[config.mk]
export PLATFORM = sky130hd
export DESIGN_NAME = smbwWordSlave
export DESIGN_NICKNAME = d
export VERILOG_FILES = /design/src/rtl/smbw_pkg.sv /design/src/rtl/smbwLineSync.sv /design/src/rtl/smbwCtrl.sv /design/src/rtl/smbwRegBank.sv /design/src/rtl/smbwWordSlave.sv
export SDC_FILE = /design/constraint.sdc
export NUM_CORES = 1
export LEC_CHECK = 0
export ABC_CLOCK_PERIOD_IN_PS = 3350
export BUFFER_PORTS_ARGS = -buffer_cell sky130_fd_sc_hd__buf_4
export CORE_MARGIN = 1
export CORE_UTILIZATION = 35
export CTS_BUF_LIST = sky130_fd_sc_hd__clkbuf_2
export DETAILED_ROUTE_END_ITERATION = 12
export SYNTH_ARGS = -nofsm -noshare
export SYNTH_HDL_FRONTEND = slang
export SYNTH_SLANG_ARGS = --single-unit
[constraint.sdc]
create_clock -name clk -period 3.35 [get_ports clk]
set_input_delay 0.335 -clock clk [delete_from_list [all_inputs] [get_ports clk]]
set_output_delay 0.335 -clock clk [all_outputs]
set_load 0.01 [all_outputs]
[src/rtl/smbw_pkg.sv]
package smbw_pkg;
  localparam int BYTE_W = 8;
  localparam int WORD_W = 2 * BYTE_W;
  localparam int NUM_WR = 3;
  localparam int CNT_W  = $clog2(BYTE_W) + 1;

  localparam logic [BYTE_W-1:0] ADDR_MFR_ID = 8'hFE;
  localparam logic [BYTE_W-1:0] ADDR_DEV_ID = 8'hFF;

  // Writable register addresses, indexed by strobe bit position
  function automatic logic [BYTE_W-1:0] wrRegAddr(input int idx);
    case (idx)
      0:       wrRegAddr = 8'h14;
      1:       wrRegAddr = 8'h15;
      default: wrRegAddr = 8'h3F;
    endcase
  endfunction

  typedef enum logic [2:0] {
    ST_IDLE, ST_RX, ST_ACK, ST_TX, ST_RACK, ST_DONE
  } ctrlState_t;

  typedef enum logic [2:0] {
    PH_CTRL, PH_ADDR, PH_DLO, PH_DHI, PH_RLO, PH_RHI
  } phase_t;

  typedef struct packed {
    logic shiftIn;
    logic latchAddr;
    logic latchLo;
    logic latchHi;
    logic commit;
    logic loadTxLo;
    logic loadTxHi;
    logic shiftTx;
  } dpCtl_t;
endpackage

[src/rtl/smbwLineSync.sv]
module smbwLineSync #(
  parameter int SYNC_STAGES = 2
) (
  input  logic clk,
  input  logic rstN,
  input  logic sclIn,
  input  logic sdaIn,
  output logic sclLvl,
  output logic sdaLvl,
  output logic sclRise,
  output logic sclFall,
  output logic startSeen,
  output logic stopSeen
);
  localparam int PIPE_W = SYNC_STAGES + 1;

  logic [PIPE_W-1:0] sclPipe;
  logic [PIPE_W-1:0] sdaPipe;

  always_ff @(posedge clk or negedge rstN) begin
    if (!rstN) begin
      sclPipe <= '1;
      sdaPipe <= '1;
    end else begin
      sclPipe <= {sclPipe[PIPE_W-2:0], sclIn};
      sdaPipe <= {sdaPipe[PIPE_W-2:0], sdaIn};
    end
  end

  logic sclPrev;
  logic sdaPrev;

  assign sclLvl  = sclPipe[SYNC_STAGES-1];
  assign sdaLvl  = sdaPipe[SYNC_STAGES-1];
  assign sclPrev = sclPipe[SYNC_STAGES];
  assign sdaPrev = sdaPipe[SYNC_STAGES];

  assign sclRise   = sclLvl & ~sclPrev;
  assign sclFall   = ~sclLvl & sclPrev;
  assign startSeen = sclLvl & sclPrev & sdaPrev & ~sdaLvl;
  assign stopSeen  = sclLvl & sclPrev & ~sdaPrev & sdaLvl;
endmodule

[src/rtl/smbwCtrl.sv]
module smbwCtrl
  import smbw_pkg::*;
#(
  parameter logic [6:0] SLAVE_ADDR = 7'h09
) (
  input  logic              clk,
  input  logic              rstN,
  input  logic              sclRise,
  input  logic              sclFall,
  input  logic              startSeen,
  input  logic              stopSeen,
  input  logic              sdaLvl,
  input  logic [BYTE_W-1:0] rxByte,
  output dpCtl_t            ctl,
  output logic              ackDrive,
  output logic              txActive,
  output ctrlState_t        stateOut
);
  localparam logic [CNT_W-1:0] LAST_BIT = CNT_W'(BYTE_W);
  localparam logic [CNT_W-1:0] LAST_TX  = CNT_W'(BYTE_W - 1);

  ctrlState_t       stateQ;
  phase_t           phaseQ;
  logic [CNT_W-1:0] bitCnt;
  logic             isReadQ;
  logic             wrPendQ;
  logic             mAckQ;

  logic byteDone;
  logic ackThis;
  logic addrMatch;

  assign byteDone  = (stateQ == ST_RX) && sclFall && (bitCnt == LAST_BIT);
  assign addrMatch = (rxByte[BYTE_W-1:1] == SLAVE_ADDR);
  assign ackThis   = (phaseQ == PH_CTRL) ? addrMatch : 1'b1;

  always_comb begin
    ctl           = '0;
    ctl.shiftIn   = (stateQ == ST_RX) && sclRise && (bitCnt < LAST_BIT);
    ctl.latchAddr = byteDone && (phaseQ == PH_ADDR);
    ctl.latchLo   = byteDone && (phaseQ == PH_DLO);
    ctl.latchHi   = byteDone && (phaseQ == PH_DHI);
    ctl.commit    = stopSeen && (stateQ == ST_DONE) && wrPendQ;
    ctl.loadTxLo  = (stateQ == ST_ACK) && sclFall && (phaseQ == PH_CTRL) && isReadQ;
    ctl.loadTxHi  = (stateQ == ST_RACK) && sclFall && mAckQ && (phaseQ == PH_RLO);
    ctl.shiftTx   = (stateQ == ST_TX) && sclFall;
  end

  always_ff @(posedge clk or negedge rstN) begin
    if (!rstN) begin
      stateQ   <= ST_IDLE;
      phaseQ   <= PH_CTRL;
      bitCnt   <= '0;
      isReadQ  <= 1'b0;
      wrPendQ  <= 1'b0;
      mAckQ    <= 1'b0;
      ackDrive <= 1'b0;
    end else if (startSeen) begin
      stateQ   <= ST_RX;
      phaseQ   <= PH_CTRL;
      bitCnt   <= '0;
      wrPendQ  <= 1'b0;
      ackDrive <= 1'b0;
    end else if (stopSeen) begin
      stateQ   <= ST_IDLE;
      wrPendQ  <= 1'b0;
      ackDrive <= 1'b0;
    end else begin
      case (stateQ)
        ST_RX: begin
          if (ctl.shiftIn) bitCnt <= bitCnt + 1'b1;
          if (byteDone) begin
            if (ackThis) begin
              stateQ   <= ST_ACK;
              ackDrive <= 1'b1;
              if (phaseQ == PH_CTRL) isReadQ <= rxByte[0];
            end else begin
              stateQ <= ST_IDLE;
            end
          end
        end
        ST_ACK: begin
          if (sclFall) begin
            ackDrive <= 1'b0;
            bitCnt   <= '0;
            case (phaseQ)
              PH_CTRL: begin
                stateQ <= isReadQ ? ST_TX : ST_RX;
                phaseQ <= isReadQ ? PH_RLO : PH_ADDR;
              end
              PH_ADDR: begin
                stateQ <= ST_RX;
                phaseQ <= PH_DLO;
              end
              PH_DLO: begin
                stateQ <= ST_RX;
                phaseQ <= PH_DHI;
              end
              default: begin
                stateQ  <= ST_DONE;
                wrPendQ <= 1'b1;
              end
            endcase
          end
        end
        ST_TX: begin
          if (sclFall) begin
            bitCnt <= bitCnt + 1'b1;
            if (bitCnt == LAST_TX) stateQ <= ST_RACK;
          end
        end
        ST_RACK: begin
          if (sclRise) mAckQ <= ~sdaLvl;
          if (sclFall) begin
            bitCnt <= '0;
            if (mAckQ && (phaseQ == PH_RLO)) begin
              stateQ <= ST_TX;
              phaseQ <= PH_RHI;
            end else begin
              stateQ <= ST_DONE;
            end
          end
        end
        default: ;
      endcase
    end
  end

  assign txActive = (stateQ == ST_TX);
  assign stateOut = stateQ;
endmodule

[src/rtl/smbwRegBank.sv]
module smbwRegBank
  import smbw_pkg::*;
#(
  parameter logic [WORD_W-1:0] ID_MFR = 16'h4D31,
  parameter logic [WORD_W-1:0] ID_DEV = 16'h0007
) (
  input  logic                         clk,
  input  logic                         rstN,
  input  dpCtl_t                       ctl,
  input  logic                         sdaLvl,
  output logic [BYTE_W-1:0]            rxByte,
  output logic                         txBit,
  output logic [NUM_WR-1:0][WORD_W-1:0] regBus,
  output logic [NUM_WR-1:0]            wrStrobe
);
  logic [BYTE_W-1:0] rxShift;
  logic [BYTE_W-1:0] addrPtr;
  logic [BYTE_W-1:0] dataLo;
  logic [BYTE_W-1:0] dataHi;
  logic [BYTE_W-1:0] txShift;
  logic [NUM_WR-1:0] hitVec;
  logic [WORD_W-1:0] readWord;

  genvar gi;
  generate
    for (gi = 0; gi < NUM_WR; gi++) begin : g_hit
      assign hitVec[gi] = (addrPtr == wrRegAddr(gi));
    end
  endgenerate

  always_ff @(posedge clk or negedge rstN) begin
    if (!rstN) begin
      rxShift <= '0;
      addrPtr <= '0;
      dataLo  <= '0;
      dataHi  <= '0;
    end else begin
      if (ctl.shiftIn)   rxShift <= {rxShift[BYTE_W-2:0], sdaLvl};
      if (ctl.latchAddr) addrPtr <= rxShift;
      if (ctl.latchLo)   dataLo  <= rxShift;
      if (ctl.latchHi)   dataHi  <= rxShift;
    end
  end

  always_ff @(posedge clk or negedge rstN) begin
    if (!rstN) begin
      regBus   <= '0;
      wrStrobe <= '0;
    end else begin
      wrStrobe <= ctl.commit ? hitVec : '0;
      for (int i = 0; i < NUM_WR; i++) begin
        if (ctl.commit && hitVec[i]) regBus[i] <= {dataHi, dataLo};
      end
    end
  end

  always_comb begin
    readWord = '0;
    if (addrPtr == ADDR_MFR_ID) readWord = ID_MFR;
    if (addrPtr == ADDR_DEV_ID) readWord = ID_DEV;
    for (int i = 0; i < NUM_WR; i++) begin
      if (hitVec[i]) readWord = regBus[i];
    end
  end

  always_ff @(posedge clk or negedge rstN) begin
    if (!rstN) begin
      txShift <= '1;
    end else if (ctl.loadTxLo) begin
      txShift <= readWord[BYTE_W-1:0];
    end else if (ctl.loadTxHi) begin
      txShift <= readWord[WORD_W-1:BYTE_W];
    end else if (ctl.shiftTx) begin
      txShift <= {txShift[BYTE_W-2:0], 1'b1};
    end
  end

  assign rxByte = rxShift;
  assign txBit  = txShift[BYTE_W-1];
endmodule

[src/rtl/smbwWordSlave.sv]
module smbwWordSlave
  import smbw_pkg::*;
#(
  parameter logic [6:0]        SLAVE_ADDR  = 7'h09,
  parameter logic [WORD_W-1:0] ID_MFR      = 16'h4D31,
  parameter logic [WORD_W-1:0] ID_DEV      = 16'h0007,
  parameter int                SYNC_STAGES = 2
) (
  input  logic              clk,
  input  logic              rstN,
  input  logic              sclIn,
  input  logic              sdaIn,
  output logic              sdaDrvLow,
  output logic [WORD_W-1:0] chargeCurrent,
  output logic [WORD_W-1:0] chargeVoltage,
  output logic [WORD_W-1:0] inputCurrent,
  output logic [NUM_WR-1:0] wrStrobe
);
  logic sclLvl, sdaLvl, sclRise, sclFall, startSeen, stopSeen;
  logic ackDrive, txActive, txBit;
  logic [BYTE_W-1:0] rxByte;
  logic [NUM_WR-1:0][WORD_W-1:0] regBus;
  dpCtl_t     ctl;
  ctrlState_t ctrlState;

  smbwLineSync #(.SYNC_STAGES(SYNC_STAGES)) u_sync (
    .clk(clk), .rstN(rstN), .sclIn(sclIn), .sdaIn(sdaIn),
    .sclLvl(sclLvl), .sdaLvl(sdaLvl), .sclRise(sclRise), .sclFall(sclFall),
    .startSeen(startSeen), .stopSeen(stopSeen)
  );

  smbwCtrl #(.SLAVE_ADDR(SLAVE_ADDR)) u_ctrl (
    .clk(clk), .rstN(rstN), .sclRise(sclRise), .sclFall(sclFall),
    .startSeen(startSeen), .stopSeen(stopSeen), .sdaLvl(sdaLvl),
    .rxByte(rxByte), .ctl(ctl), .ackDrive(ackDrive), .txActive(txActive),
    .stateOut(ctrlState)
  );

  smbwRegBank #(.ID_MFR(ID_MFR), .ID_DEV(ID_DEV)) u_bank (
    .clk(clk), .rstN(rstN), .ctl(ctl), .sdaLvl(sdaLvl),
    .rxByte(rxByte), .txBit(txBit), .regBus(regBus), .wrStrobe(wrStrobe)
  );

  assign sdaDrvLow     = ackDrive | (txActive & ~txBit);
  assign chargeCurrent = regBus[0];
  assign chargeVoltage = regBus[1];
  assign inputCurrent  = regBus[2];
endmodule

Word-level counts from Yosys, hierarchy flattened. Index checks and enable logic that the tools add are counted.

Register bits: 111. Bits of input ports: 4. Output and inout bits: 52. Word-level logic and storage cells: 153.

Add/subtract/negate cells: 1. Order comparisons: 1. Equality and inequality tests: 32. Mux-type cells: 47. Bitwise gates (word level): 16. Reduce and logical (&&, ||, !) cells: 38.

Operator list (count): $mux W16 (3); $mux W3 (15); $mux W15 (2); $mux W8 (3); $ne A4 B2 Y1 const B (6); $logic_and A1 B1 Y1 (20); $mux W4 (5); $reduce_and A6 Y1 (3); $eq A8 B5 Y1 const B (2); $eq A8 B8 Y1 const B (2); $eq A3 B2 Y1 const B (4); $pmux W3 S2 (2); $pmux W3 S4 (1); $pmux W4 S3 (1); $reduce_bool A3 Y1 (4); $mux W1 (11); $eq A3 B3 Y1 const B (3); $ne A3 B2 Y1 const B (3); $pmux W3 S3 (1); $and A1 B1 Y1 (8); $eq A8 B6 Y1 const B (1); $reduce_and A4 Y1 (2); $reduce_bool A4 Y1 (2); $eq A7 B4 Y1 const B (1); other kinds (19) (30).

Logic depth before layout (Yosys ltp). Gate-level depths: netlist of run 1.

Word-level depth: 8. Depth in mapped cells: 8. Mapped depth without buffers: 7.

Modules after synthesis. Synthesis of run 1 repeated with hierarchy kept, for this count alone.

Cell total of the unflattened synthesis: 433. Area total of the unflattened synthesis: 5263.8 um^2.

Modules (own cells, without submodules): smbwRegBank (instances 1, cells each 298, area each 4007.6 um^2, seq. area each 2287.2 um^2); smbwCtrl (instances 1, cells each 123, area each 1054.8 um^2, seq. area each 350.3 um^2); smbwLineSync (instances 1, cells each 10, area each 190.2 um^2, seq. area each 157.7 um^2); smbwWordSlave (instances 1, cells each 2, area each 11.3 um^2, seq. area each 0.0 um^2).

Least setup slack after synthesis of run 1. OpenSTA, ideal clock, no wires.

Kind: register -> register. From: register u_sync.sclPipe[1]. To: register u_bank.regBus[10] (netlist name). Library setup time: 127 ps. Arrival: 1957 ps. Data required time: 3223 ps. Setup slack: 1265 ps. Cell stages (with the launch flop): 7. Buffers on the path: 1. Period minus slack after synthesis: 2085 ps. Cell sequence: dfstp_2 -> nand2_2 -> nor3b_2 -> nand4_2 -> nor3_4 -> buf_6 -> mux2_1.

Word-level cells in the longest chain between the ends: 6.

RTL lines: start: declaration (line smbwLineSync.sv:17) `logic [PIPE_W-1:0] sclPipe;`; start signal: assignment (line smbwLineSync.sv:25) `sclPipe <= {sclPipe[PIPE_W-2:0], sclIn};`; $and A1 B1 Y1 (3 in series) (line smbwLineSync.sv:41) `assign stopSeen = sclLvl & sclPrev & ~sdaPrev & sdaLvl;`; $logic_and A1 B1 Y1 (2 in series) (line smbwCtrl.sv:43) `ctl.commit = stopSeen && (stateQ == ST_DONE) && wrPendQ;`; $logic_and A1 B1 Y1 (line smbwRegBank.sv:52) `if (ctl.commit && hitVec[i]) regBus[i] <= {dataHi, dataLo};`; end signal: indexed assignment (line smbwRegBank.sv:52); end: declaration (line smbwRegBank.sv:13) `output logic [NUM_WR-1:0][WORD_W-1:0] regBus,`.

No other way between the ends. A chain may end at the register's enable or synchronous reset.

Final worst setup path of run 1.
From: register u_bank.addrPtr[7]. To: register u_bank.txShift[4].

Word-level cells in the longest chain between the ends: 7. Elaborated cells between the ends (all ways): 12. Those cells by class: eq/ne (5); mux (7).

RTL lines: start: declaration (line smbwRegBank.sv:17) `logic [BYTE_W-1:0] addrPtr;`; start signal: assignment (line smbwRegBank.sv:39) `if (ctl.latchAddr) addrPtr <= rxShift;`; $eq A8 B8 Y1, on equally long branches (line smbwRegBank.sv:60, smbwRegBank.sv:59); $mux W15, on equally long branches (line smbwRegBank.sv:60, smbwRegBank.sv:59); $mux W16 / $mux W15 (equally long branches) (line smbwRegBank.sv:62, smbwRegBank.sv:60); $mux W16 (line smbwRegBank.sv:62) `if (hitVec[i]) readWord = regBus[i];`; $mux W16 * (line smbwRegBank.sv:62); $mux W8 / $mux W16 (equally long branches) (line smbwRegBank.sv:71, smbwRegBank.sv:62); $mux W8 * (line smbwRegBank.sv:69) `end else if (ctl.loadTxLo) begin`; end signal: assignment (line smbwRegBank.sv:70) `txShift <= readWord[BYTE_W-1:0];`; end signal: assignment (line smbwRegBank.sv:72) `txShift <= readWord[WORD_W-1:BYTE_W];`; end signal: assignment (line smbwRegBank.sv:74) `txShift <= {txShift[BYTE_W-2:0], 1'b1};`; end: declaration (line smbwRegBank.sv:20) `logic [BYTE_W-1:0] txShift;`.

Mark *: on every way between the ends. The rest lies on a longest branch, timed or not.

==> run summary, run 1 <==
The effective utilization at floorplan came out at 36.3%. From synthesis to final layout, the design area changed by 13.8%. After detailed routing, the number of remaining DRC violations is 6. The routed layout has 3,873 vias.

The worst setup path is captured at a flop. For the area enclosed by the die boundary, the log shows 15,700 um^2. The total wirelength of the detailed-routed design came out at 14.0 mm. Sorting the synthesized cells by area gives the leading types as sky130_fd_sc_hd__dfrtp_1 (46%), sky130_fd_sc_hd__mux2_2 (13%), sky130_fd_sc_hd__dfstp_2 (6.9%). The number of hold-slack violations in the final timing report was 0; the post-synthesis async set-or-reset flop share was 100%. In this run the critical register-to-register path is captured at u_bank.txShift[4].

The register-to-register path setup slack is 0.67 ns. The largest total area in the synthesized netlist belongs to sky130_fd_sc_hd__dfrtp_1. The final clock period utilization by the worst path came out at 80.0%. The worst setup path is launched from a flop. The accumulated negative setup slack is 0 ns.

TritonCTS created 9 clock buffers. The mean post-synth cell area is 12.1 um^2. After synthesis, the largest area contributor takes up 45.7% of total cell area. Of all nets on the critical path, the largest fanout is 12. The first global-routing pass estimated 22.1 mm of wire. The tightest min-delay check is of the input pin to asynchronous set/reset pin type.

The post-detailed-route count of antenna-violating nets was 0. The tools report the reg-to-reg startpoint as u_bank.addrPtr[7]. The relative max-transition margin was 38.4%; the final period demand of the worst path was 2.68 ns.

56 I/O pins were placed. End point of the critical path: u_bank.txShift[4]. After clock tree synthesis, the setup repair step added 0 buffers. The count of buffers added on input and output ports is 55. STA puts the critical path data arrival time at 3.23 ns. VDD sags by at most 0.142 mV. After synthesis the netlist holds a flip-flop and latch count of 111.

The power per unit of standard cell area was 353 nW/um^2; the initial antenna violation count was 1. The run gives 3 as the number of buffers added to fix hold violations after cts. Height of the chip: 125 um. The run gives 3,859 as the via count of the first global-routing pass. The post-detailed-route via-to-cell ratio was 5.65; the cell area after synthesis was 5310 um^2.

Yosys printed 0 warnings. In this run the worst setup path begins at u_bank.addrPtr[7]. The share of the Yosys chip area taken by registers is 52.6%. The flow ran to the end, but the final reports show violations. The final reports fail on design-rule violations. The congestion estimate from routability-driven global placement came to 0.896. Synthesis handed over a netlist of 440 instances. The tools report the global route total overflow as 0.

The detailed placer's ending HPWL is 10.3 mm, and the number of standard-cell rows in the floorplan is 44. The count of routing violations after the opening detailed-route iteration was 264. TritonCTS built the clock tree. The leakage power total was 2.77 nW. Clock tree synthesis found a total of 111 sinks. The maximum buffer depth of the clock tree was 2; the synthesized netlist net count was 446. For this run, the detailed router's first-pass iteration total came to 8. Entering global routing, the biggest net connects 60 pins.

In the global route stage, overall resource usage came out at 18.4%. For the final database, setup skew stands at 0.0265 ns. Setup repair after global routing left no endpoint under its margin. Number of levels in the clock H-tree: 3.

Of the cells placed in the final design, the portion with a size suffix greater than 1 is 34.9%. The tools report the number of failing setup endpoints in the final timing report as 0. The region available for standard cell placement spans 14,600 um^2.

In the final routed layout, each cell accounts on average for 20.4 um. Final hold analysis gives a worst-case slack of 0.287 ns. For the pin with the worst max-slew slack, the measured transition is 0.921 ns. Static timing analysis puts the maximum clock frequency at 373 MHz. After clock tree synthesis, the clock-pin slew on the worst setup and hold paths is 0.29 ns. The critical path class was flop to flop. The clock latency at the later pin of the worst-skew pair was 0.62 ns; the area taken by flip-flops and latches was 2800 um^2.

The count of cell types in the netlist came out at 63. The total area of multi-input combinational cells came out at 2370 um^2. After the last flow step, the layout net total stands at 503.

Post-CTS repair changed the size of 0 cells. At the worst endpoint, the required time is 3.90 ns. The cell sitting at the root of the clock tree is a sky130_fd_sc_hd__clkbuf_2. Counting flops with a built-in enable in the synthesized netlist gives 0. Among all flip-flop cells after synthesis, the most frequent one is sky130_fd_sc_hd__dfrtp_1.

After filler insertion, the fill cell instance count of the layout stands at 1,395. The number of max-cap violations came out at 0. Measured in cells, the most critical reg-to-reg path has a length of 5.

The tools report the max-slew violation count as 0. In this run the horizontal extent of the chip is 125 um.
-- worst min path at each step --
stage,endpoint,slack (ns),depth (start not counted)
after CTS,u_bank.dataHi[2],0.30,2
after global routing,u_bank.addrPtr[5],0.31,2
after detailed placement,u_sync.sdaPipe[1],0.35,0
after floorplan,u_bank.addrPtr[0],0.04,0
after global placement,u_sync.sdaPipe[1],0.35,0
final,u_bank.regBus[41],0.29,2
-- layout by cell type (no fill, tap or decap), drive strengths merged, types with 6 or more instances in the layout --
cell and count:
a221o 8, dfrtp 97, mux2 80, nor3 13, nand3 10, nand2 23, dfstp 14, o21ai 21
buf 63, clkbuf 10, nor2 22, o22ai 6, a21oi 25, a31oi 7, inv 9
-- state kept, by name, summed over array words and instances (netlist names), 3 cells and up --
| register | count |
|---|---|
| u_ctrl.bitCnt | 4 |
| u_ctrl.phaseQ | 3 |
| u_bank.dataLo | 8 |
| u_bank.dataHi | 8 |
| u_bank.addrPtr | 8 |
| u_bank.regBus | 48 |
| u_bank.txShift | 8 |
| u_sync.sdaPipe | 3 |
| u_ctrl.stateOut | 3 |
| u_bank.rxByte | 8 |
| u_bank.wrStrobe | 3 |
| u_sync.sclPipe | 3 |
-- cell families (layout without fill, tap and decap cells) --
group	count (synthesis)	after routing	share of synthesized area, %
and+or+nand+nor	114	114	14.1
DFF	111	111	52.6
AOI/OAI and AO/OA	100	100	12.3
muxes	82	82	17.3
buffers and inverters	28	89	2.64
xor gates and xnor gates	3	3	0.495
adders and majority gates	2	2	0.471
other	0	1	0
-- worst max-delay path, stage by stage, from the launching register on --
cell and delay [ns]:
sky130_fd_sc_hd__dfrtp_1 0.47, sky130_fd_sc_hd__or3b_1 0.57, sky130_fd_sc_hd__nor2_1 0.77, sky130_fd_sc_hd__o21ai_0 0.23, sky130_fd_sc_hd__a221o_1 0.36, sky130_fd_sc_hd__a31oi_1 0.22
-- power breakdown --
part | internal [mW] | leakage [nW] | total (mW) | switching [mW]
clock | 0.172 | 0.0644 | 0.609 | 0.437
combinational | 0.0403 | 1.21 | 0.111 | 0.0703
sequential | 1.37 | 1.50 | 1.41 | 0.0403
-- stage by stage --
stage / total power [mW] / instance area, um^2 / worst slack, ns / utilization (%) / cells
finish: 2.13 / 6040 / 0.668 / 41.3 / 686
global route: 2.21 / 6040 / 0.546 / 41.3 / 686
CTS: 2.14 / 6040 / 0.713 / 41.3 / 685
detailed placement: 1.54 / 5900 / 0.760 / 40.3 / 667
global placement: 1.54 / 5900 / 0.816 / 40.3 / 667
floorplan: 1.48 / 5310 / 1.27 / - / 440
-- cell usage after synthesis, types with 4 or more instances --
master                     instances
sky130_fd_sc_hd__o21a_1            5
sky130_fd_sc_hd__nor3b_2           4
sky130_fd_sc_hd__a31oi_1           7
sky130_fd_sc_hd__mux2_2           62
sky130_fd_sc_hd__mux2_1           18
sky130_fd_sc_hd__nor2_1           21
sky130_fd_sc_hd__nand2_1          22
sky130_fd_sc_hd__dfstp_2          14
sky130_fd_sc_hd__clkbuf_1          6
sky130_fd_sc_hd__a21oi_1          24
sky130_fd_sc_hd__buf_2            10
sky130_fd_sc_hd__a22oi_1           5
sky130_fd_sc_hd__o22ai_1           6
sky130_fd_sc_hd__or3_1             5
sky130_fd_sc_hd__nor3_1            7
sky130_fd_sc_hd__dfrtp_1          97
sky130_fd_sc_hd__a221o_1           8
sky130_fd_sc_hd__nand3_1           9
sky130_fd_sc_hd__o21ai_0          21
sky130_fd_sc_hd__inv_1             8
-- area by class of cell --
class	instances	area share [%]
multi-input combinational	301	39.3
tap	184	3.81
sequential	111	46.2
inverter	8	0.497
clock inverter	5	0.973
timing repair buffer	66	8.32
antenna	1	0.0414
clock buffer	10	0.828
-- layer usage --
layer / up-vias / wire (um) / GRT usage, %
li1: 1759 / - / -
met1: 1961 / 6390 / 25.2
met2: 130 / 6500 / 29.5
met3: 23 / 752 / 2.40
met4: 0 / 338 / 7.39
met5: - / 0 / 0
Note: power is estimated with default switching activity, not from simulation.
==> inputs of run 2 (changes only) <==
--- a/config.mk
+++ b/config.mk
@@ -5,7 +5,7 @@
 export SDC_FILE = /design/constraint.sdc
 export NUM_CORES = 1
 export LEC_CHECK = 0
-export ABC_CLOCK_PERIOD_IN_PS = 3350
+export ABC_CLOCK_PERIOD_IN_PS = 2200
 export BUFFER_PORTS_ARGS = -buffer_cell sky130_fd_sc_hd__buf_4
 export CORE_MARGIN = 1
 export CORE_UTILIZATION = 35
==> constraint.sdc (replaced) <==
create_clock -name clk -period 2.2 [get_ports clk]
set_input_delay 0.22 -clock clk [delete_from_list [all_inputs] [get_ports clk]]
set_output_delay 0.22 -clock clk [all_outputs]
set_load 0.01 [all_outputs]
==> run summary, run 2 (same netlist as run 1, synthesis figures left out) <==
IR analysis of the VDD net gives a maximum drop of 0.215 mV. For the pin with the worst max-slew slack, the measured transition is 0.609 ns. The final clock period utilization by the worst path came out at 94.8%.

The maximum number of pins on one net before global-route repair was 45. The average detailed-routed wire length per instance was 19.9 um; the I/O pin count was 56. The sequential share of power was 64.1%. The die is 125 um wide. The area overhead of the layout relative to synthesis came out at 22.1%. The initialized floorplan defines 44 standard-cell rows. In this run the clock root is driven by a sky130_fd_sc_hd__clkbuf_2. Critical path class: flop to flop. Internal power: 2.45 mW. For the highest attainable clock frequency, the log shows 479 MHz. The post-detailed-route via-to-cell ratio came out at 5.58.

The sink count of the clock tree is 111. TritonCTS built the clock tree. The detail route stage leaves a number of antenna-violating nets equal to 0. In this run the power density over the cells is 517 nW/um^2.

The element type at the critical path end is a flop. The first global-routing pass estimated 23.2 mm of wire. The fraction of final layout cells sized beyond drive strength 1 was 40.6%; the signal arrival time at the worst endpoint was 2.61 ns. Buffers placed on the I/O ports in this run total 55. The die is 125 um tall.

The relative contribution of combinational cells to total power is 5.5%. The finished layout holds 729 standard cells, fillers aside. In this run the deepest clock path goes through 2 buffers. The number of flip-flops under the largest register name came out at 48. Buffers inserted during clock tree synthesis total 9.

Clock latency on the worst-skew pair, taken at its later pin, is 0.61 ns. The worst path needs 2.09 ns of the cycle, external delays included. Summing over every cut layer, the via total after detailed routing is 4,068. The run gives 270 as the count of routing violations after the opening detailed-route iteration. The number of DRC violations after detailed routing was 0; the area taken by flip-flops and latches was 2800 um^2.

Final RePlAce weighted congestion: 0.922. Global routing finished with a remaining overflow of 0. The largest driver fanout on the critical path was 11; the core occupancy in the finished layout was 44.3%. The tightest min-delay check is of the input pin to asynchronous set/reset pin type. The total net switching power is 0.899 mW, and the number of max-cap violations is 0. In this run the tightest slew margin relative to its limit is 59.4%.

The type of origin of the critical path was a flop. Number of hold-slack violations in the final timing report: 0. The count of fill cells added during filler insertion was 1,349; the max-slew violation count was 0. The die covers 15,700 um^2. The register ranked first by flip-flop count was u_bank.regBus.

The initial antenna violation count is 1, and the number of levels in the clock H-tree is 3. The total wirelength of the detailed-routed design is 14.5 mm. The effective utilization at floorplan is 36.3%. For the via count of the first global-routing pass, the log shows 4,146.

The run gives 30.4% as the share of power burned in the clock network. Setup repair after global routing left no endpoint under its margin. Most frequent standard cell in the layout excluding fill and tap cells: sky130_fd_sc_hd__buf_4. At the worst endpoint, the required time is 2.72 ns. The run gives 7 as the detailed-router iteration count before antenna repair.

The flow ran to the end, and the final reports show no timing, DRC or antenna violations. The placed cell count is 707, and the total area of multi-input combinational cells is 2410 um^2. Leakage power total: 3.02 nW.

The detailed placer's ending HPWL came out at 10.9 mm. For the standard cell core area, the log shows 14,600 um^2. At the end of the flow, the number of nets in the layout was 545. Worst clock skew: 0.0330 ns.

Clock slew seen by the registers of the worst setup and hold paths: 0.33 ns. In the layout the commonest cells are sky130_fd_sc_hd__buf_4 (99), sky130_fd_sc_hd__dfrtp_1 (97), sky130_fd_sc_hd__mux2_2 (62). Switching share of power: 26.8%.

Setup violations remaining at the end of the flow were counted as 0. For the global router's overall resource usage, the log shows 19.2%.
==> run 2: layout make-up <==
cell class,count,area share [%]
Sequential cell,111,43.1
Multi-Input combinational cell,301,37.1
Antenna cell,1,0.0386
Timing Repair Buffer,108,13.6
Clock buffer,9,0.695
Tap cell,184,3.55
Clock inverter,7,1.39
Inverter,8,0.463
==> run 2: path summary, 6_finish.rpt <==
| check | slack, ns | endpoint | start | depth (start not counted) |
|---|---|---|---|---|
| min in group clk | 0.24 | u_sync.sdaPipe[0] | sdaIn | 2 |
| min reg2reg | 0.38 | u_sync.sclPipe[1] | u_sync.sclPipe[0] | 0 |
| max in group asynchronous | 1.32 | u_bank.dataHi[0] | rstN | 3 |
| min | 0.12 | u_bank.regBus[19] | rstN | 2 |
| max | 0.11 | u_bank.regBus[27] | u_sync.sclPipe[2] | 6 |
| max reg2reg | 0.11 | u_bank.regBus[27] | u_sync.sclPipe[2] | 6 |
==> run 2: power by group through the flow <==
| stage | Combinational (mW) | Sequential [mW] | Clock (mW) |
|---|---|---|---|
| global placement | 0.170 | 2.18 | 0 |
| CTS | 0.189 | 2.15 | 1.05 |
| global route | 0.210 | 2.16 | 1.13 |
| detailed placement | 0.176 | 2.18 | 0 |
| finish | 0.185 | 2.15 | 1.02 |
| floorplan | 0.0901 | 2.16 | 0 |
==> run 2: timing repair <==
| item | 4_1_cts | 5_1_grt |
|---|---|---|
| pin swaps | 0 | 1 |
| hold buffers | 3 | 0 |
| setup endpoints to repair | 30 | 9 |
| endpoints found under the hold margin | 53 | 0 |
| gates resized for setup | 3 | 4 |
| gates cloned | 0 | 0 |
| setup buffers | 2 | 0 |
==> run 2: worst max-delay path, cell delays in order (launching register included) <==
cell,delay (ns)
sky130_fd_sc_hd__dfstp_2,0.61
sky130_fd_sc_hd__nand2_2,0.07
sky130_fd_sc_hd__nor3b_4,0.29
sky130_fd_sc_hd__nand4_4,0.20
sky130_fd_sc_hd__nor3_4,0.26
sky130_fd_sc_hd__buf_6,0.21
sky130_fd_sc_hd__mux2_2,0.36
==> run 2: layer usage <==
layer | wire length (um) | track usage (%) | up-vias | share of wire, %
li1 | - | - | 1842 | -
met1 | 6580 | 26.8 | 2083 | 45
met2 | 6760 | 29.4 | 121 | 47
met3 | 797 | 3.25 | 22 | 5.5
met4 | 377 | 8.61 | 0 | 2.6
met5 | 0 | 0 | - | 0
==> run 2: metrics by stage <==
stage | power, mW | hold WS [ns] | cell area [um^2] | TNS (ns) | setup slack, ns
after floorplan | 2.25 | -0.0756 | 5310 | 0 | 0.115
after global placement | 2.35 | 0.265 | 6270 | -0.753 | -0.0536
after detailed placement | 2.36 | 0.271 | 6270 | -0.611 | -0.0707
after CTS | 3.39 | 0.0741 | 6470 | 0 | 0.0519
after global routing | 3.50 | 0.110 | 6480 | 0 | 0.0395
final | 3.35 | 0.123 | 6480 | 0 | 0.114
==> inputs of run 3 (changes only) <==
--- a/config.mk
+++ b/config.mk
@@ -8,9 +8,10 @@
 export ABC_CLOCK_PERIOD_IN_PS = 2200
 export BUFFER_PORTS_ARGS = -buffer_cell sky130_fd_sc_hd__buf_4
 export CORE_MARGIN = 1
-export CORE_UTILIZATION = 35
+export CORE_UTILIZATION = 30
 export CTS_BUF_LIST = sky130_fd_sc_hd__clkbuf_2
 export DETAILED_ROUTE_END_ITERATION = 12
 export SYNTH_ARGS = -nofsm -noshare
 export SYNTH_HDL_FRONTEND = slang
+export SYNTH_HIERARCHICAL = 1
 export SYNTH_SLANG_ARGS = --single-unit
==> run summary, run 3 <==
Dividing the detail-routed wire length by the instance count gives 18.4 um. The run gives 0 as the global route total overflow. The number of hold-slack violations in the final timing report is 0.

The floorplan die width is 134 um. The worst path meets setup with 0.0341 ns of slack. Counting buffers and inverters, the worst setup path is 7 cells deep. The maximum VDD drop was 0.247 mV. For the post-layout net count, the log shows 532. The tightest min-delay check is of the input pin to asynchronous set/reset pin type. A synthesized cell averages 12.2 um^2. sky130_fd_sc_hd__dfrtp_1 is the most common cell in the netlist. For the final database, setup skew stands at 0.0463 ns. The netlist uses 61 different library cells. The number of buffers and inverters on the critical path is 2. The power per unit of standard cell area was 665 nW/um^2; the global router's overall resource usage was 16.0%. The via count of the first global-routing pass came out at 3,858. The tree is rooted in a sky130_fd_sc_hd__clkbuf_2. The run finished with clean final reports. For the share of synthesized area occupied by flip-flops and latches, the log shows 53.1%. Counting cells, the worst reg-to-reg path comes to 7.

The number of standard-cell rows in the floorplan came out at 48. Buffers placed on the I/O ports in this run total 55. Counting flops per register, the top entry is u_bank/regBus. For this configuration, the core starts out at a cell density of 30.5%.

For the count of routing violations after the opening detailed-route iteration, the log shows 207. Summing all non-filler instances in the final layout gives an area of 6460 um^2. Number of flip-flops under the largest register name: 48.

Yosys attributes the largest share of cell area to sky130_fd_sc_hd__dfrtp_1 (46%), sky130_fd_sc_hd__mux2_2 (17%), sky130_fd_sc_hd__dfstp_2 (7.0%). For the worst-skew pair, the clock arrives at the later sink with an insertion delay of 0.62 ns. Traced cell by cell, the critical path runs through nor2b_4 -> nand4b_1 -> nor4_2 -> buf_4 -> and3b_1 -> buf_6 -> mux2_2. From synthesis to final layout, the design area changed by 22.7%. The primary flip-flop cell chosen by synthesis mapping was sky130_fd_sc_hd__dfrtp_1. Synthesis produced a netlist with a net count of 439. After detailed placement, the total cell area comes to 6140 um^2.

After synthesis, the largest area contributor takes up 46.1% of total cell area. The most frequent standard cell in the layout excluding fill and tap cells was sky130_fd_sc_hd__buf_4. The number of DRC violations after detailed routing is 0, and the I/O pin count is 56.

The number of instances in the synthesized netlist was 433; the first-pass GRT wire length was 21.9 mm. The post-route netlist has 45.6% of its cells at a drive strength greater than 1. Subtracting the final worst setup slack from the clock period gives 2.17 ns. In this run the tightest slew margin relative to its limit is 61.6%. The logs give 4.30 mW for the total power and 40 for the maximum number of pins on one net before global-route repair. The worst setup path is captured at a flop. The number of levels in the clock H-tree is 3, and the leakage power total is 3.07 nW. Yosys printed 6 warnings.

In this run, CTS created clock tree buffers numbering 9. TritonCTS built the clock tree. The signal arrival time at the worst endpoint is 2.71 ns, and the clock slew seen by the registers of the worst setup and hold paths is 0.30 ns. Max-cap violations in this run came to 0. The final layout contains routed wiring with a total length of 13.9 mm. The logs give 17,200 um^2 for the standard cell core area and 757 for the number of standard cells in the layout, taps in and fillers out. The die is 134 um tall. The highest attainable clock frequency is 462 MHz. The synthesized design spends more area on one cell type than any other, namely sky130_fd_sc_hd__dfrtp_1. The kind of cell adding the most delay to the critical path is simple AND/OR/NAND/NOR gates. Across all layers, the routed design uses 3,827 vias. The floorplan step defined a die boundary enclosing 18,100 um^2.

Counting instances in the post-synthesis netlist gives the leading cell types as sky130_fd_sc_hd__dfrtp_1 (97), sky130_fd_sc_hd__mux2_2 (79), sky130_fd_sc_hd__nor2_1 (32). The max-slew violation count was 0. Prior to clock tree synthesis, the placed netlist has a worst setup slack of 0.00321 ns. Count of fill cells added during filler insertion: 1,653. The post-synthesis async set-or-reset flop share was 100%. The detailed placer's ending HPWL was 9.81 mm. STA classifies the critical path startpoint as a flop. The critical path in this run is classified as flop to flop.

Counting along the longest clock path gives a buffer depth of 2. Counting tap cells, the placed design contains a total of 727 instances. Setup repair after global routing could not meet its margin everywhere. In this run, synthesis inferred 0 flip-flops with an integrated enable. The synthesized design contains 111 register bits. The top cell types in the final layout, fill and taps aside, are sky130_fd_sc_hd__buf_4 (97), sky130_fd_sc_hd__dfrtp_1 (96), sky130_fd_sc_hd__mux2_2 (66). The run gives 0 as the post-detailed-route count of antenna-violating nets. In this run the worst path has a maximum fanout of 9. The logs give 0 for the number of failing setup endpoints in the final timing report and 111 for the sink count of the clock tree.

For the detailed-router iteration count before antenna repair, the log shows 5. For the pin with the worst max-slew slack, the measured transition is 0.576 ns. Using the TritonRoute via totals, the vias-per-cell ratio works out to 5.06. Routability-driven placement finished with a final weighted congestion of 0.883.

The slowest stage of the critical path is the sky130_fd_sc_hd__dfstp_2 cell. For this run, the slowest stage of the critical path takes 0.62 ns. The initial antenna violation count was 1; the final clock period utilization by the worst path was 98.5%.

The synthesized netlist occupies a cell area of 5260 um^2. The run gives 2.74 ns as the data required time of the worst path.
==> run 3: cell count changes in the layout (fill, tap and decap cells not counted), moves of 4 or more <==
| cell | before | now |
|---|---|---|
| sky130_fd_sc_hd__mux2_2 | 62 | 66 |
| sky130_fd_sc_hd__mux2i_1 | 2 | 9 |
| sky130_fd_sc_hd__mux2_4 | 0 | 22 |
| sky130_fd_sc_hd__nor2_1 | 21 | 30 |
| sky130_fd_sc_hd__a21oi_1 | 24 | 16 |
| sky130_fd_sc_hd__mux2_1 | 18 | 0 |
| sky130_fd_sc_hd__nand2_1 | 21 | 15 |
| sky130_fd_sc_hd__a221o_1 | 8 | 0 |
==> run 3: metal layers <==
metal	part of all wire (%)	track usage [%]	up-vias
li1	-	-	1762
met3	4.3	2.55	22
met5	0	0	-
met2	44	23.5	109
met4	3.0	8.55	0
met1	49	22.6	1934
==> run 3: cells by family after synthesis <==
logic type / count (synthesis) / synth area share, %
compound gates: 74 / 8.96
xor+xnor: 2 / 0.333
fa+ha+maj: 2 / 0.475
buf+inv: 34 / 3.07
flops: 111 / 53.1
mux: 97 / 21.2
simple gates: 113 / 12.9
==> run 3: timing repair <==
action,4_1_cts,5_1_grt
pin swaps,0,2
setup endpoints to repair,28,36
buffers inserted,3,8
gates cloned,0,0
endpoints found under the hold margin,75,0
resized for setup,4,25
hold buffers,3,0
==> run 3: layout make-up <==
type / instances / area (um^2) / area share, %
inverters: 10 / 38.8 / 0.600
repair buffers: 106 / 843 / 13.1
diodes: 1 / 2.50 / 0.0387
multi-input cells: 288 / 2390 / 37.0
clock buffers: 10 / 50.0 / 0.775
well taps: 225 / 282 / 4.36
clock inverters: 6 / 58.8 / 0.910
flip-flops and latches: 111 / 2800 / 43.3
==> run 3: per-stage QoR <==
stage                     hold WS (ns)  utilization (%)  TNS, ns
after floorplan                -0.0756                -        0
after global placement           0.250             35.6        0
after detailed placement         0.257             35.6        0
after CTS                       0.0471             36.6        0
after global routing            0.0595             37.5    -1.04
final                           0.0869             37.5        0
==> run 3: report_power, final <==
| group | switching, mW | total (mW) | leakage, nW | internal (mW) |
|---|---|---|---|---|
| sequential | 0.150 | 2.36 | 1.48 | 2.21 |
| clock | 0.684 | 0.946 | 0.0674 | 0.261 |
| combinational | 0.508 | 0.997 | 1.53 | 0.489 |
| total | 1.34 | 4.30 | 3.07 | 2.96 |
==> run 3: final timing paths <==
check / from / end / slack, ns
min in group clk: sdaIn / u_sync/sdaPipe[0] / 0.21
max reg2reg: u_sync/sclPipe[2] / u_bank/addrPtr[6] / 0.03
max in group asynchronous: rstN / u_ctrl/isReadQ / 1.38
min reg2reg: u_sync/sdaPipe[0] / u_sync/sdaPipe[1] / 0.38
min: rstN / u_bank/regBus[8] / 0.09
max: u_sync/sclPipe[2] / u_bank/addrPtr[6] / 0.03
